**config.mk**
```make
export PLATFORM = sky130hd
export DESIGN_NAME = quad_countdown_timer
export DESIGN_NICKNAME = d
export VERILOG_FILES = /design/src/rtl/qct_pkg.sv /design/src/rtl/qct_apb_decode.sv /design/src/rtl/qct_clr_hs.sv /design/src/rtl/qct_channel.sv /design/src/rtl/quad_countdown_timer.sv
export SDC_FILE = /design/constraint.sdc
export NUM_CORES = 1
export LEC_CHECK = 0
export ABC_AREA = 1
export BUFFER_PORTS_ARGS = -buffer_cell sky130_fd_sc_hd__clkbuf_2
export CELL_PAD_IN_SITES_DETAIL_PLACEMENT = 1
export CELL_PAD_IN_SITES_GLOBAL_PLACEMENT = 2
export CORE_MARGIN = 2
export CORE_UTILIZATION = 31
export DETAILED_ROUTE_END_ITERATION = 10
export GPL_TIMING_DRIVEN = 0
export MAX_ROUTING_LAYER = met4
export PLACE_DENSITY_LB_ADDON = 0.08
export SLEW_MARGIN = 0
export SYNTH_ARGS = -nofsm -noshare
export SYNTH_HDL_FRONTEND = slang
export SYNTH_HIERARCHICAL = 1
export SYNTH_SLANG_ARGS = --single-unit
```
**constraint.sdc**
```tcl
create_clock -name pclk -period 1.8 [get_ports pclk]
set_clock_uncertainty 0.05 [all_clocks]
set_input_delay 0.18 -clock pclk [delete_from_list [all_inputs] [get_ports pclk]]
set_output_delay 0.18 -clock pclk [all_outputs]
set_load 0.03 [all_outputs]
```
**src/rtl/qct_pkg.sv**
```systemverilog
package qct_pkg;
  localparam int WIN_W  = 6;
  localparam int DATA_W = 32;

  localparam logic [WIN_W-1:0] OFF_STAT = 6'h00;
  localparam logic [WIN_W-1:0] OFF_MODE = 6'h04;
  localparam logic [WIN_W-1:0] OFF_LOAD = 6'h08;
  localparam logic [WIN_W-1:0] OFF_EN   = 6'h10;
  localparam logic [WIN_W-1:0] OFF_RLD  = 6'h14;
  localparam logic [WIN_W-1:0] OFF_CNT  = 6'h18;
  localparam logic [WIN_W-1:0] OFF_CLR  = 6'h20;
  localparam logic [WIN_W-1:0] OFF_MASK = 6'h24;

  typedef enum logic {
    MODE_CONT = 1'b0,
    MODE_ONE  = 1'b1
  } run_mode_e;
endpackage

```
**src/rtl/qct_apb_decode.sv**
```systemverilog
module qct_apb_decode
  import qct_pkg::*;
#(
  parameter int NUM_CH = 4,
  localparam int IDX_W  = (NUM_CH > 1) ? $clog2(NUM_CH) : 1,
  localparam int ADDR_W = IDX_W + WIN_W
) (
  input  logic                          psel,
  input  logic                          penable,
  input  logic                          pwrite,
  input  logic [ADDR_W-1:0]             paddr,
  input  logic [NUM_CH-1:0][DATA_W-1:0] ch_rdata,
  input  logic [NUM_CH-1:0]             sts_vec,
  output logic [NUM_CH-1:0]             ch_wr,
  output logic [WIN_W-1:0]              off,
  output logic [DATA_W-1:0]             prdata
);
  logic [IDX_W-1:0] idx;
  logic             hit;

  assign idx = paddr[ADDR_W-1:WIN_W];
  assign off = paddr[WIN_W-1:0];
  assign hit = (int'(idx) < NUM_CH);

  for (genvar n = 0; n < NUM_CH; n++) begin : g_wr
    assign ch_wr[n] = psel && penable && pwrite && hit && (idx == IDX_W'(n));
  end

  always_comb begin
    prdata = '0;
    if (psel && !pwrite && hit) begin
      if (off == OFF_STAT) prdata[NUM_CH-1:0] = sts_vec;
      else                 prdata = ch_rdata[idx];
    end
  end
endmodule

```
**src/rtl/qct_clr_hs.sv**
```systemverilog
module qct_clr_hs #(
  parameter int CLR_BUSY_CYC = 2,
  localparam int BW = $clog2(CLR_BUSY_CYC + 1)
) (
  input  logic clk,
  input  logic rst_n,
  input  logic expire,
  input  logic clr_req,
  output logic sts,
  output logic busy
);
  logic [BW-1:0] busy_cnt;
  logic          accept;

  assign accept = clr_req && (busy_cnt == '0);
  assign busy   = (busy_cnt != '0);

  always_ff @(posedge clk or negedge rst_n) begin
    if (!rst_n) begin
      busy_cnt <= '0;
      sts      <= 1'b0;
    end else begin
      if (accept)                busy_cnt <= BW'(CLR_BUSY_CYC);
      else if (busy_cnt != '0)   busy_cnt <= busy_cnt - 1'b1;
      // timeout outranks a clear on the same edge
      if (expire)                sts <= 1'b1;
      else if (accept)           sts <= 1'b0;
    end
  end
endmodule

```
**src/rtl/qct_channel.sv**
```systemverilog
module qct_channel
  import qct_pkg::*;
#(
  parameter int CNT_W        = 32,
  parameter int CLR_BUSY_CYC = 2
) (
  input  logic              clk,
  input  logic              rst_n,
  input  logic              wr_stb,
  input  logic [WIN_W-1:0]  off,
  input  logic [DATA_W-1:0] wdata,
  output logic [DATA_W-1:0] rdata,
  output logic [CNT_W-1:0]  cnt_o,
  output logic              en_o,
  output logic              sts_o,
  output logic              busy_o,
  output logic              irq_o
);
  run_mode_e        mode;
  logic [CNT_W-1:0] ld;
  logic [CNT_W-1:0] cnt;
  logic [CNT_W-1:0] cnt_nxt;
  logic             en;
  logic             mask;
  logic             expire;
  logic             wr_mode, wr_load, wr_en, wr_rld, wr_clr, wr_mask;

  assign wr_mode = wr_stb && (off == OFF_MODE);
  assign wr_load = wr_stb && (off == OFF_LOAD);
  assign wr_en   = wr_stb && (off == OFF_EN);
  assign wr_rld  = wr_stb && (off == OFF_RLD);
  assign wr_clr  = wr_stb && (off == OFF_CLR);
  assign wr_mask = wr_stb && (off == OFF_MASK);

  assign expire = en && (cnt == CNT_W'(1));

  always_comb begin
    cnt_nxt = cnt;
    if (en && (cnt != '0))
      cnt_nxt = (expire && (mode == MODE_CONT)) ? ld : cnt - 1'b1;
    if (wr_load && !en)    cnt_nxt = wdata[CNT_W-1:0];
    if (wr_en && wdata[0]) cnt_nxt = ld;
    if (wr_rld)            cnt_nxt = ld;
  end

  always_ff @(posedge clk or negedge rst_n) begin
    if (!rst_n) begin
      mode <= MODE_CONT;
      ld   <= '0;
      cnt  <= '0;
      en   <= 1'b0;
      mask <= 1'b1;
    end else begin
      if (wr_mode) mode <= run_mode_e'(wdata[0]);
      if (wr_load) ld   <= wdata[CNT_W-1:0];
      if (wr_en)   en   <= wdata[0];
      if (wr_mask) mask <= wdata[0];
      cnt <= cnt_nxt;
    end
  end

  qct_clr_hs #(.CLR_BUSY_CYC(CLR_BUSY_CYC)) u_clr (
    .clk     (clk),
    .rst_n   (rst_n),
    .expire  (expire),
    .clr_req (wr_clr && wdata[0]),
    .sts     (sts_o),
    .busy    (busy_o)
  );

  always_comb begin
    rdata = '0;
    case (off)
      OFF_MODE: rdata[0]         = mode;
      OFF_LOAD: rdata[CNT_W-1:0] = ld;
      OFF_EN:   rdata[0]         = en;
      OFF_CNT:  rdata[CNT_W-1:0] = cnt;
      OFF_CLR:  rdata[1:0]       = {busy_o, sts_o};
      OFF_MASK: rdata[0]         = mask;
      default:  rdata            = '0;
    endcase
  end

  assign cnt_o = cnt;
  assign en_o  = en;
  assign irq_o = sts_o && !mask;
endmodule

```
**src/rtl/quad_countdown_timer.sv**
```systemverilog
module quad_countdown_timer
  import qct_pkg::*;
#(
  parameter int NUM_CH       = 4,
  parameter int CNT_W        = 32,
  parameter int CLR_BUSY_CYC = 2,
  localparam int IDX_W  = (NUM_CH > 1) ? $clog2(NUM_CH) : 1,
  localparam int ADDR_W = IDX_W + WIN_W
) (
  input  logic              pclk,
  input  logic              presetn,
  input  logic              psel,
  input  logic              penable,
  input  logic              pwrite,
  input  logic [ADDR_W-1:0] paddr,
  input  logic [DATA_W-1:0] pwdata,
  output logic [DATA_W-1:0] prdata,
  output logic              pready,
  output logic              pslverr,
  output logic [NUM_CH-1:0] irq_o
);
  logic [NUM_CH-1:0][DATA_W-1:0] ch_rdata;
  logic [NUM_CH-1:0][CNT_W-1:0]  ch_cnt;
  logic [NUM_CH-1:0]             ch_en;
  logic [NUM_CH-1:0]             ch_sts;
  logic [NUM_CH-1:0]             ch_busy;
  logic [NUM_CH-1:0]             ch_wr;
  logic [WIN_W-1:0]              off;

  assign pready  = 1'b1;
  assign pslverr = 1'b0;

  qct_apb_decode #(.NUM_CH(NUM_CH)) u_dec (
    .psel     (psel),
    .penable  (penable),
    .pwrite   (pwrite),
    .paddr    (paddr),
    .ch_rdata (ch_rdata),
    .sts_vec  (ch_sts),
    .ch_wr    (ch_wr),
    .off      (off),
    .prdata   (prdata)
  );

  for (genvar n = 0; n < NUM_CH; n++) begin : g_ch
    qct_channel #(.CNT_W(CNT_W), .CLR_BUSY_CYC(CLR_BUSY_CYC)) u_ch (
      .clk    (pclk),
      .rst_n  (presetn),
      .wr_stb (ch_wr[n]),
      .off    (off),
      .wdata  (pwdata),
      .rdata  (ch_rdata[n]),
      .cnt_o  (ch_cnt[n]),
      .en_o   (ch_en[n]),
      .sts_o  (ch_sts[n]),
      .busy_o (ch_busy[n]),
      .irq_o  (irq_o[n])
    );
  end
endmodule

```
== Yosys cells after proc, flatten, opt, wreduce, memory -nomap -nowiden ==
Index checks and enable logic that the tools add are counted.

* Register bits after elaboration: 280
* Latch bits: 0
* Bits in writable memories: 0
* Bits in read-only memories: 0
* Output and inout bits: 38
* Word-level logic and storage cells: 206
* Memories kept: 0

* $add $sub $neg: 8
* $mul: 0
* Divide/modulo/power cells: 0
* Magnitude comparators: 1
* Equality and inequality tests: 14
* Shift-type cells: 0
* Mux-type cells: 53
* Bitwise gates (word level): 4
* Reduce and logical (&&, ||, !) cells: 98

{| class="wikitable"
|+ Operator list
! kind !! number
|-
| 32-bit 2-to-1 mux || 22
|-
| 30-bit one-hot mux with 2 select lines || 4
|-
| 32-bit by 1-bit equality test with 1-bit output, second input constant || 4
|-
| 32-bit nonzero test || 4
|-
| 32-bit by 1-bit subtractor with 32-bit output, second input constant || 4
|-
| 32-bit binary-select mux with 2-bit select || 1
|-
| 1-bit logical AND || 63
|-
| 28-bit 2-to-1 mux || 1
|-
| 1-bit one-hot mux with 6 select lines || 4
|-
| 2-bit nonzero test || 12
|-
| 6-bit by 5-bit equality test with 1-bit output, second input constant || 3
|-
| 2-bit 2-to-1 mux || 8
|-
| 4-bit nonzero test || 4
|-
| 6-bit equality test, second input constant || 2
|-
| 1-bit one-hot mux with 3 select lines || 4
|-
| 2-bit logical NOT || 5
|-
| 1-bit logical NOT || 9
|-
| 1-bit 2-to-1 mux || 8
|-
| 2-bit by 1-bit subtractor with 2-bit output, second input constant || 4
|-
| 6-bit by 3-bit equality test with 1-bit output, second input constant || 1
|-
| 6-bit by 4-bit equality test with 1-bit output, second input constant || 1
|-
| 6-bit logical NOT || 1
|-
| 2-bit equality test, second input constant || 2
|-
| 4-bit 2-to-1 mux || 1
|-
| other kinds (3) || 6
|}

== Logic depth before layout (Yosys ltp) ==
Gate-level depths: netlist (run 1).

* Depth after elaboration: 8
* Depth in mapped cells: 14

== Hierarchy ==
Netlist (run 1), hierarchy kept.

{| class="wikitable"
|+ Modules (own cells, without submodules)
! module !! times used !! cells each !! area each (sq um) !! sequential area each (sq um)
|-
| qct_channel (g_ch[1].u_ch ...) || 3 || 817 || 5,053.6 || 1,677.9
|-
| qct_channel (g_ch[0].u_ch) || 1 || 816 || 5,058.6 || 1,677.9
|-
| qct_apb_decode || 1 || 292 || 1,292.5 || 0.0
|-
| qct_clr_hs || 4 || 20 || 150.1 || 75.1
|-
| quad_countdown_timer || 1 || 4 || 22.5 || 0.0
|}

== Worst setup path after synthesis (run 1) ==
Ideal clock, no wire load.

* Kind: input to register
* Start point: in paddr[7]
* End point: reg g_ch[0].u_ch.cnt[0]
* Setup time: 0.117 ns
* Arrival time: 1.760 ns
* Setup slack: -0.127 ns
* Stages on the path: 11
* Buffers on the path: 3
* Cell sequence: buf_4 -> clkbuf_1 -> nor3_1 -> nand2_1 -> nor2_2 -> a21oi_2 -> inv_2 -> clkbuf_1 -> a21oi_1 -> nand2_1 -> nand2_1

* Longest elaborated chain between the ends: 7

{| class="wikitable"
|+ RTL lines
! what !! RTL line !! text
|-
| start: declaration || quad_countdown_timer.sv:15 || <nowiki>input logic [ADDR_W-1:0] paddr,</nowiki>
|-
| 2-bit logical NOT (*) || qct_apb_decode.sv:26 || <nowiki>assign ch_wr[n] = psel && penable && pwrite && hit && (idx == IDX_W'(n));</nowiki>
|-
| 1-bit logical AND (*) || qct_apb_decode.sv:26 ||
|-
| net ch_wr[0] || quad_countdown_timer.sv:27 || <nowiki>logic [NUM_CH-1:0] ch_wr;</nowiki>
|-
| 1-bit logical AND || qct_channel.sv:29 || <nowiki>assign wr_load = wr_stb && (off == OFF_LOAD);</nowiki>
|-
| 1-bit logical AND || qct_channel.sv:41 || <nowiki>if (wr_load && !en) cnt_nxt = wdata[CNT_W-1:0];</nowiki>
|-
| 32-bit 2-to-1 mux || qct_channel.sv:41 ||
|-
| 32-bit 2-to-1 mux || qct_channel.sv:42 || <nowiki>if (wr_en && wdata[0]) cnt_nxt = ld;</nowiki>
|-
| 32-bit 2-to-1 mux || qct_channel.sv:43 || <nowiki>if (wr_rld) cnt_nxt = ld;</nowiki>
|-
| end signal: assignment || qct_channel.sv:58 || <nowiki>cnt <= cnt_nxt;</nowiki>
|-
| end: declaration || qct_channel.sv:21 || <nowiki>logic [CNT_W-1:0] cnt;</nowiki>
|}

Mark *: on every way through the listed nets, which the timed path passes. The rest lies on a longest branch.
A chain may end at the register's enable or synchronous reset.

== Worst setup path in the final report (run 1) ==
* Start point: in paddr[0]
* End point: out prdata[28]

* Longest elaborated chain between the ends: 6

{| class="wikitable"
|+ RTL lines
! what !! RTL line !! text
|-
| 6-bit by 5-bit equality test with 1-bit output / 6-bit by 4-bit equality test with 1-bit output (equally long branches) || qct_channel.sv:73 || <nowiki>case (off)</nowiki>
|-
| 30-bit one-hot mux with 2 select lines || qct_channel.sv:73 ||
|-
| 32-bit binary-select mux with 2-bit select || qct_apb_decode.sv:33 || <nowiki>else prdata = ch_rdata[idx];</nowiki>
|-
| 32-bit 2-to-1 mux (not written as such) || qct_apb_decode.sv:33 ||
|-
| 28-bit 2-to-1 mux (*) || qct_apb_decode.sv:32 || <nowiki>if (off == OFF_STAT) prdata[NUM_CH-1:0] = sts_vec;</nowiki>
|-
| 32-bit 2-to-1 mux (*) || qct_apb_decode.sv:31 || <nowiki>if (psel && !pwrite && hit) begin</nowiki>
|-
| end: declaration || quad_countdown_timer.sv:17 || <nowiki>output logic [DATA_W-1:0] prdata,</nowiki>
|}

Mark *: on every way between the ends. The rest lies on a longest branch, timed or not. The select of a mux whose other input is x is not followed.

==> results of run 1 <==
## kinds of logic (layout without fill, tap and decap cells)
family	after synthesis	after routing	share of synthesized area, %
AND/OR/NAND/NOR	2130	2131	40.4
flip-flops	280	280	31.7
adder cells (fa/ha/maj)	12	12	0.678
buffers and inverters	602	1002	11.5
other	2	4	0.0339
XOR/XNOR	41	41	1.62
AO/OA/AOI/OAI	576	576	14.1
## cells in the mapped netlist (11+ instances only)
cell type,count
xor2_1,37
ha_1,12
nand4_1,24
buf_1,14
o21ai_1,23
and2_1,11
nor2_1,516
buf_4,34
nand2_2,21
o21ai_0,224
nor2_2,37
buf_6,11
inv_2,16
a31oi_1,28
clkbuf_1,64
buf_2,52
nand2_1,1099
dfrtp_1,276
nand3_1,388
o22ai_1,120
a21oi_1,168
inv_1,403
## path summary, 6_finish.rpt
check	end	from	slack, ns	depth (start not counted)
max in group asynchronous	g_ch[3].u_ch/cnt_o[29]	presetn	0.22	3
hold / removal	g_ch[3].u_ch/ld[1]	pwdata[1]	0.09	3
min in group asynchronous	g_ch[3].u_ch/cnt_o[7]	presetn	0.19	3
hold reg to reg	g_ch[1].u_ch/mask	g_ch[1].u_ch/mask	0.45	2
setup / recovery	prdata[28]	paddr[0]	-0.70	8
setup reg to reg	g_ch[0].u_ch/cnt_o[29]	g_ch[0].u_ch/cnt_o[4]	-0.37	14
## worst max-delay path, delay by kind of cell
| family | cells | cell delay (ns) |
|---|---|---|
| AND/OR/NAND/NOR | 3 | 0.97 |
| AO/OA/AOI/OAI | 1 | 0.13 |
| buffers and inverters | 4 | 0.97 |
## final cells by class
class	count	area, sq um
antenna	2	5.00
buffer	172	1670
clock buffer	57	1200
clock inverter	10	125
fill	8817	37500
inverter	424	1640
multi-input combinational	2762	16400
sequential	280	7070
tap	940	1180
timing repair buffer	339	3690
## stage by stage
step | setup TNS (ns) | hold WS (ns) | util [%] | power (mW)
after floorplan | 0 | -0.166 | - | 15.9
after global placement | -2061.57 | 0.430 | 34.0 | 18.7
after detailed placement | -289.82 | 0.0224 | 34.1 | 19.1
after CTS | -64.73 | 0.0711 | 43.3 | 30.5
after global routing | -79.27 | 0.106 | 46.8 | 34.8
final | -61.39 | 0.0884 | 46.8 | 32.8
## layer usage
layer  part of all wire, %  routed length [microns]  global-route usage, %  up-vias
met2                    44                    58700                   52.6     1061
li1                      -                        -                      -    12500
met4                   6.8                     9150                   20.3        0
met1                    43                    58300                   47.4    14000
met5                     0                        0                      -        -
met3                   6.1                     8210                   4.03      339
## registers in the layout, indices dropped and copies added (netlist names)
register and cells:
g_ch.u_ch/mask 4, g_ch.u_ch/u_clr/sts 4, g_ch.u_ch/mode 4, g_ch.u_ch/en_o 4
g_ch.u_ch/ld 128, g_ch.u_ch/cnt_o 128, g_ch.u_ch/u_clr/busy_cnt 8
## power breakdown
group	internal [mW]	switching (mW)	total, mW
clock network	5.00	3.32	8.32
logic	5.54	9.01	14.6
registers	7.80	2.17	9.97
## repair_timing
action                                 in CTS  in global routing
hold buffers                                2                  0
setup buffers                             156                 87
pin swaps                                 155                207
resized for setup                         783                561
endpoints found under the hold margin     196                  0
setup endpoints to repair                 294                293
cloned                                     20                 12
==> flow_metrics.env, run 1 <==
export IMPL_synthFlopType="dfrtp_1"
export IMPL_grt_max_degree=103
export IMPL_setup_viol=212
export IMPL_start_util_pct=31.4
export IMPL_core_sq_um=70400
export IMPL_ant_nets=0
export IMPL_period_share_pct=139
export IMPL_status="finished with violations"
export IMPL_synthesis_nets=3700
export IMPL_ys_ff_latch=280
export IMPL_path_max_fanout=10
export IMPL_syn_avg_cell_area_sq_um=6.08
export IMPL_mostFrequentLayoutCell="nand2_1"
export IMPL_maxSlewViolCount=0
export IMPL_grt_overflow=0
export IMPL_gp_congestion=0.940
export IMPL_synth_top_cell_by_area="dfrtp_1"
export IMPL_drc=0
export IMPL_synth_top_area_share_pct=31.2
export IMPL_root_buffer="clkbuf_16"
export IMPL_max_vdd_ir_drop_mv=0.680
export IMPL_grt_first_pass_wirelength_mm=189
export IMPL_drt_iter0_drc=2291
export IMPL_netlist_area_sq_um=22100
export IMPL_hold_viol_final=0
export IMPL_cts_sinks=280
export IMPL_numPortBuffers=80
export IMPL_yosys_warnings=6
export IMPL_synth_edf_count=0
export IMPL_stdcell_area_sq_um=32900
export IMPL_fin_cells=4986
export IMPL_crit_required_ns=1.57
export IMPL_critical_path_arrival_ns=2.27
export IMPL_syn_inst=3643
export IMPL_clk_latency_ns=0.57
export IMPL_dp_cells=4666
export IMPL_pin_count=83
export IMPL_synthDistinctLibCells=39
export IMPL_criticalPathCategory="in2out"
export IMPL_rsz0062_at_grt="true"
export IMPL_async_flop_share_pct=100
export IMPL_clock_path_buffers=3
export IMPL_power_density_nw_per_um2=997
export IMPL_die_h_microns=271
export IMPL_ys_seq_area_share_pct=31.7
export IMPL_post_dp_cell_area_sq_um=24000
export IMPL_wl_mm=134
export IMPL_cts_clk_slew_worst_paths_ns=0.06
export IMPL_area_delta_synth_final_pct=48.8
export IMPL_rows=97
export IMPL_worst_slew_pin_slew_ns=0.978
export IMPL_pre_cts_ws_ns=-1.29
export IMPL_drt_pass1_iter_count=5
export IMPL_p_leak_nw=15.3
export IMPL_wl_per_cell_microns=26.9
export IMPL_drive_gt1_share_pct=32.3
export IMPL_critical_path_max_stage_delay_ns=0.55
export IMPL_crit_chain="buf_8, buf_4, nor2_1, nand3_1, nand2_2, buf_2, a31oi_4, clkbuf_8"
export IMPL_grt_usage_pct=35.7
export IMPL_dieArea_sq_um=73600
export IMPL_fin_ws_ns=-0.701
export IMPL_crit_path_end_kind="primary output"
export IMPL_cpMaxStageDelayCell="buf_2"
export IMPL_fmax_mhz=400
export IMPL_grt_pass1_vias=27900
export IMPL_hp_class="in2reg"
export IMPL_antenna_found_initial=3
export IMPL_numCtsBuffers=40
export IMPL_synth_area_leaders="dfrtp_1 31%, nand2_1 19%, nand3_1 8.8%"
export IMPL_startpoint_type="primary input"
export IMPL_cts_tree="built"
export IMPL_slew_headroom_pct=34.8
export IMPL_viasPerCell=5.58
export IMPL_violations="negative setup slack"
export IMPL_maxCapViolations=0
export IMPL_die_width_microns=271
export IMPL_post_dp_hpwl_mm=89.2
export IMPL_mostFrequentLayoutCells="951 x nand2_1, 375 x nor2_1, 369 x inv_1"
export IMPL_vias=27800
export IMPL_cts_max_level=2
export IMPL_min_period_ns=2.50
export IMPL_num_nets_final=4076
(Power assumes the default switching activity.)
==> run 2, diff against run 1 <==
--- a/config.mk
+++ b/config.mk
@@ -12,7 +12,6 @@
 export CORE_MARGIN = 2
 export CORE_UTILIZATION = 31
 export DETAILED_ROUTE_END_ITERATION = 10
-export GPL_TIMING_DRIVEN = 0
 export MAX_ROUTING_LAYER = met4
 export PLACE_DENSITY_LB_ADDON = 0.08
 export SLEW_MARGIN = 0
==> run 2 against run 1 <==
- the run still ends with negative setup slack left
- power grew 19%
- combinational power grew 47%
- routed wire length grew 1.2%
- sequential power down 11%
- non-clock buffer count rose by 509
- via count rose by 6.6%
- sequential share of layout area fell by 3.2 points
==> flow_metrics.env, run 2 (synthesis gave the netlist of run 1 again) <==
export IMPL_status="finished with violations"
export IMPL_violations="negative setup slack"
export IMPL_num_nets_final=4585
export IMPL_hp_class="in2async"
export IMPL_pwr_share_seq_pct=22.8
export IMPL_criticalPathCategory="reg2out"
export IMPL_multi_input_area_sq_um=17300
export IMPL_die_h_microns=271
export IMPL_period_share_pct=133
export IMPL_vias=29600
export IMPL_cts_sinks=280
export IMPL_die_width_microns=271
export IMPL_grt_overflow=0
export IMPL_mostFrequentLayoutCells="889 x nand2_1, 697 x buf_4, 387 x nor2_1"
export IMPL_power_density_nw_per_um2=1010
export IMPL_r2r_cells=18
export IMPL_hold_slack_ns=0.0459
export IMPL_drc=0
export IMPL_post_dp_cell_area_sq_um=28900
export IMPL_p_leak_nw=18.6
export IMPL_drt_iter0_drc=1914
export IMPL_slew_headroom_pct=53.8
export IMPL_core_sq_um=70400
export IMPL_area_delta_synth_final_pct=74.0
export IMPL_ant_nets=0
export IMPL_post_dp_hpwl_mm=89.4
export IMPL_hold_viol_final=0
export IMPL_cts_max_level=2
export IMPL_critical_path_arrival_ns=2.16
export IMPL_swShare_pct=41.5
export IMPL_p_int_mw=22.8
export IMPL_root_buffer="clkbuf_16"
export IMPL_fin_ws_ns=-0.587
export IMPL_power_frac_comb_pct=55.2
export IMPL_p_clk_share_pct=22.1
export IMPL_startpoint_type="register"
export IMPL_drt_pass1_iter_count=5
export IMPL_cts_clk_slew_worst_paths_ns=0.06
export IMPL_gp_congestion=0.922
export IMPL_dp_cells=5174
export IMPL_viasPerCell=5.39
export IMPL_fmax_mhz=419
export IMPL_wl_per_cell_microns=24.7
export IMPL_grt_usage_pct=35.7
export IMPL_worst_slew_pin_slew_ns=0.693
export IMPL_pin_count=83
export IMPL_maxSlewViolCount=0
export IMPL_crit_required_ns=1.57
export IMPL_max_vdd_ir_drop_mv=0.790
export IMPL_drive_gt1_share_pct=44.0
export IMPL_grt_first_pass_wirelength_mm=193
export IMPL_start_util_pct=31.4
export IMPL_power_total_mw=39.0
export IMPL_maxCapViolations=0
export IMPL_clock_path_buffers=3
export IMPL_grt_pass1_vias=30800
export IMPL_rows=97
export IMPL_numCtsBuffers=41
export IMPL_min_period_ns=2.39
export IMPL_mostFrequentLayoutCell="nand2_1"
export IMPL_fin_cells=5498
export IMPL_fill_cells=8712
export IMPL_stdcell_area_sq_um=38500
export IMPL_setup_viol=166
export IMPL_wl_mm=136
export IMPL_power_switching_mw=16.2
export IMPL_seq_area_sq_um=7030
export IMPL_cts_tree="built"
export IMPL_crit_path_end_kind="primary output"
export IMPL_antenna_found_initial=1
export IMPL_grt_max_degree=65
export IMPL_rsz0062_at_grt="true"
export IMPL_path_max_fanout=2
export IMPL_dieArea_sq_um=73600
export IMPL_numPortBuffers=80
export IMPL_clk_latency_ns=0.59
export IMPL_setup_tns_ns=-60.47
run 2: path summary, 6_finish.rpt:
check / from / end / slack [ns]
min: presetn / g_ch[3].u_ch/cnt_o[31] / 0.05
min reg2reg: g_ch[2].u_ch/u_clr/busy_cnt[0] / g_ch[2].u_ch/u_clr/busy_cnt[0] / 0.49
max in group asynchronous: presetn / g_ch[1].u_ch/mask / 0.89
max reg2reg: g_ch[2].u_ch/cnt_o[1] / g_ch[2].u_ch/cnt_o[9] / -0.54
max: g_ch[2].u_ch/u_clr/busy_cnt[0] / prdata[1] / -0.59
min in group pclk: pwdata[29] / g_ch[2].u_ch/ld[29] / 0.12
run 2: power groups by stage:
stage               combinational [mW]  clock [mW]  sequential (mW)
floorplan                         6.85           0             9.01
global placement                  14.1           0             9.04
detailed placement                14.6           0             9.09
CTS                               18.3        8.77             8.83
global route                      23.2        9.00             9.05
finish                            21.5        8.61             8.88
run 2: layer usage:
layer	wire [microns]	GRT usage (%)	share of wire (%)
met1	56700	45.2	42
met5	0	-	0
met2	63300	56.6	47
met4	8450	17.9	6.2
met3	7460	3.99	5.5
run 2: area by class of cell:
cell class,instances,area share (%)
Multi-Input combinational cell,2761,44.9
Timing Repair Buffer,1020,25.9
Sequential cell,280,18.2
Tap cell,940,3.05
Clock inverter,6,0.279
Clock buffer,66,3.27
Inverter,424,4.33
Antenna cell,1,0.00650
run 2: worst max-delay path, cell delays in order (launching register included):
cell,delay [ns]
dfrtp_1,0.36
inv_2,0.06
ha_4,0.17
inv_4,0.07
nand3_4,0.08
o221ai_4,0.09
inv_2,0.06
nand3_2,0.07
nand2_2,0.06
nor2_2,0.12
nor2_2,0.06
nor2_4,0.22
buf_8,0.16
run 2: per-stage QoR:
stage                     utilization, %  worst slack [ns]
after global placement              41.0            -0.706
after global routing                54.7            -0.646
after detailed placement            41.0            -0.658
after CTS                           49.7            -0.655
final                               54.7            -0.587
after floorplan                        -           0.00490
run 2: what timing repair did:
item                                    4_1_cts  5_1_grt
gates resized for setup                     717      713
pin swaps                                   163      329
endpoints found under the setup margin      165      198
setup buffers                               154       90
hold buffers                                  2        0
endpoints found under the hold margin       279        0
gates cloned                                 24       11
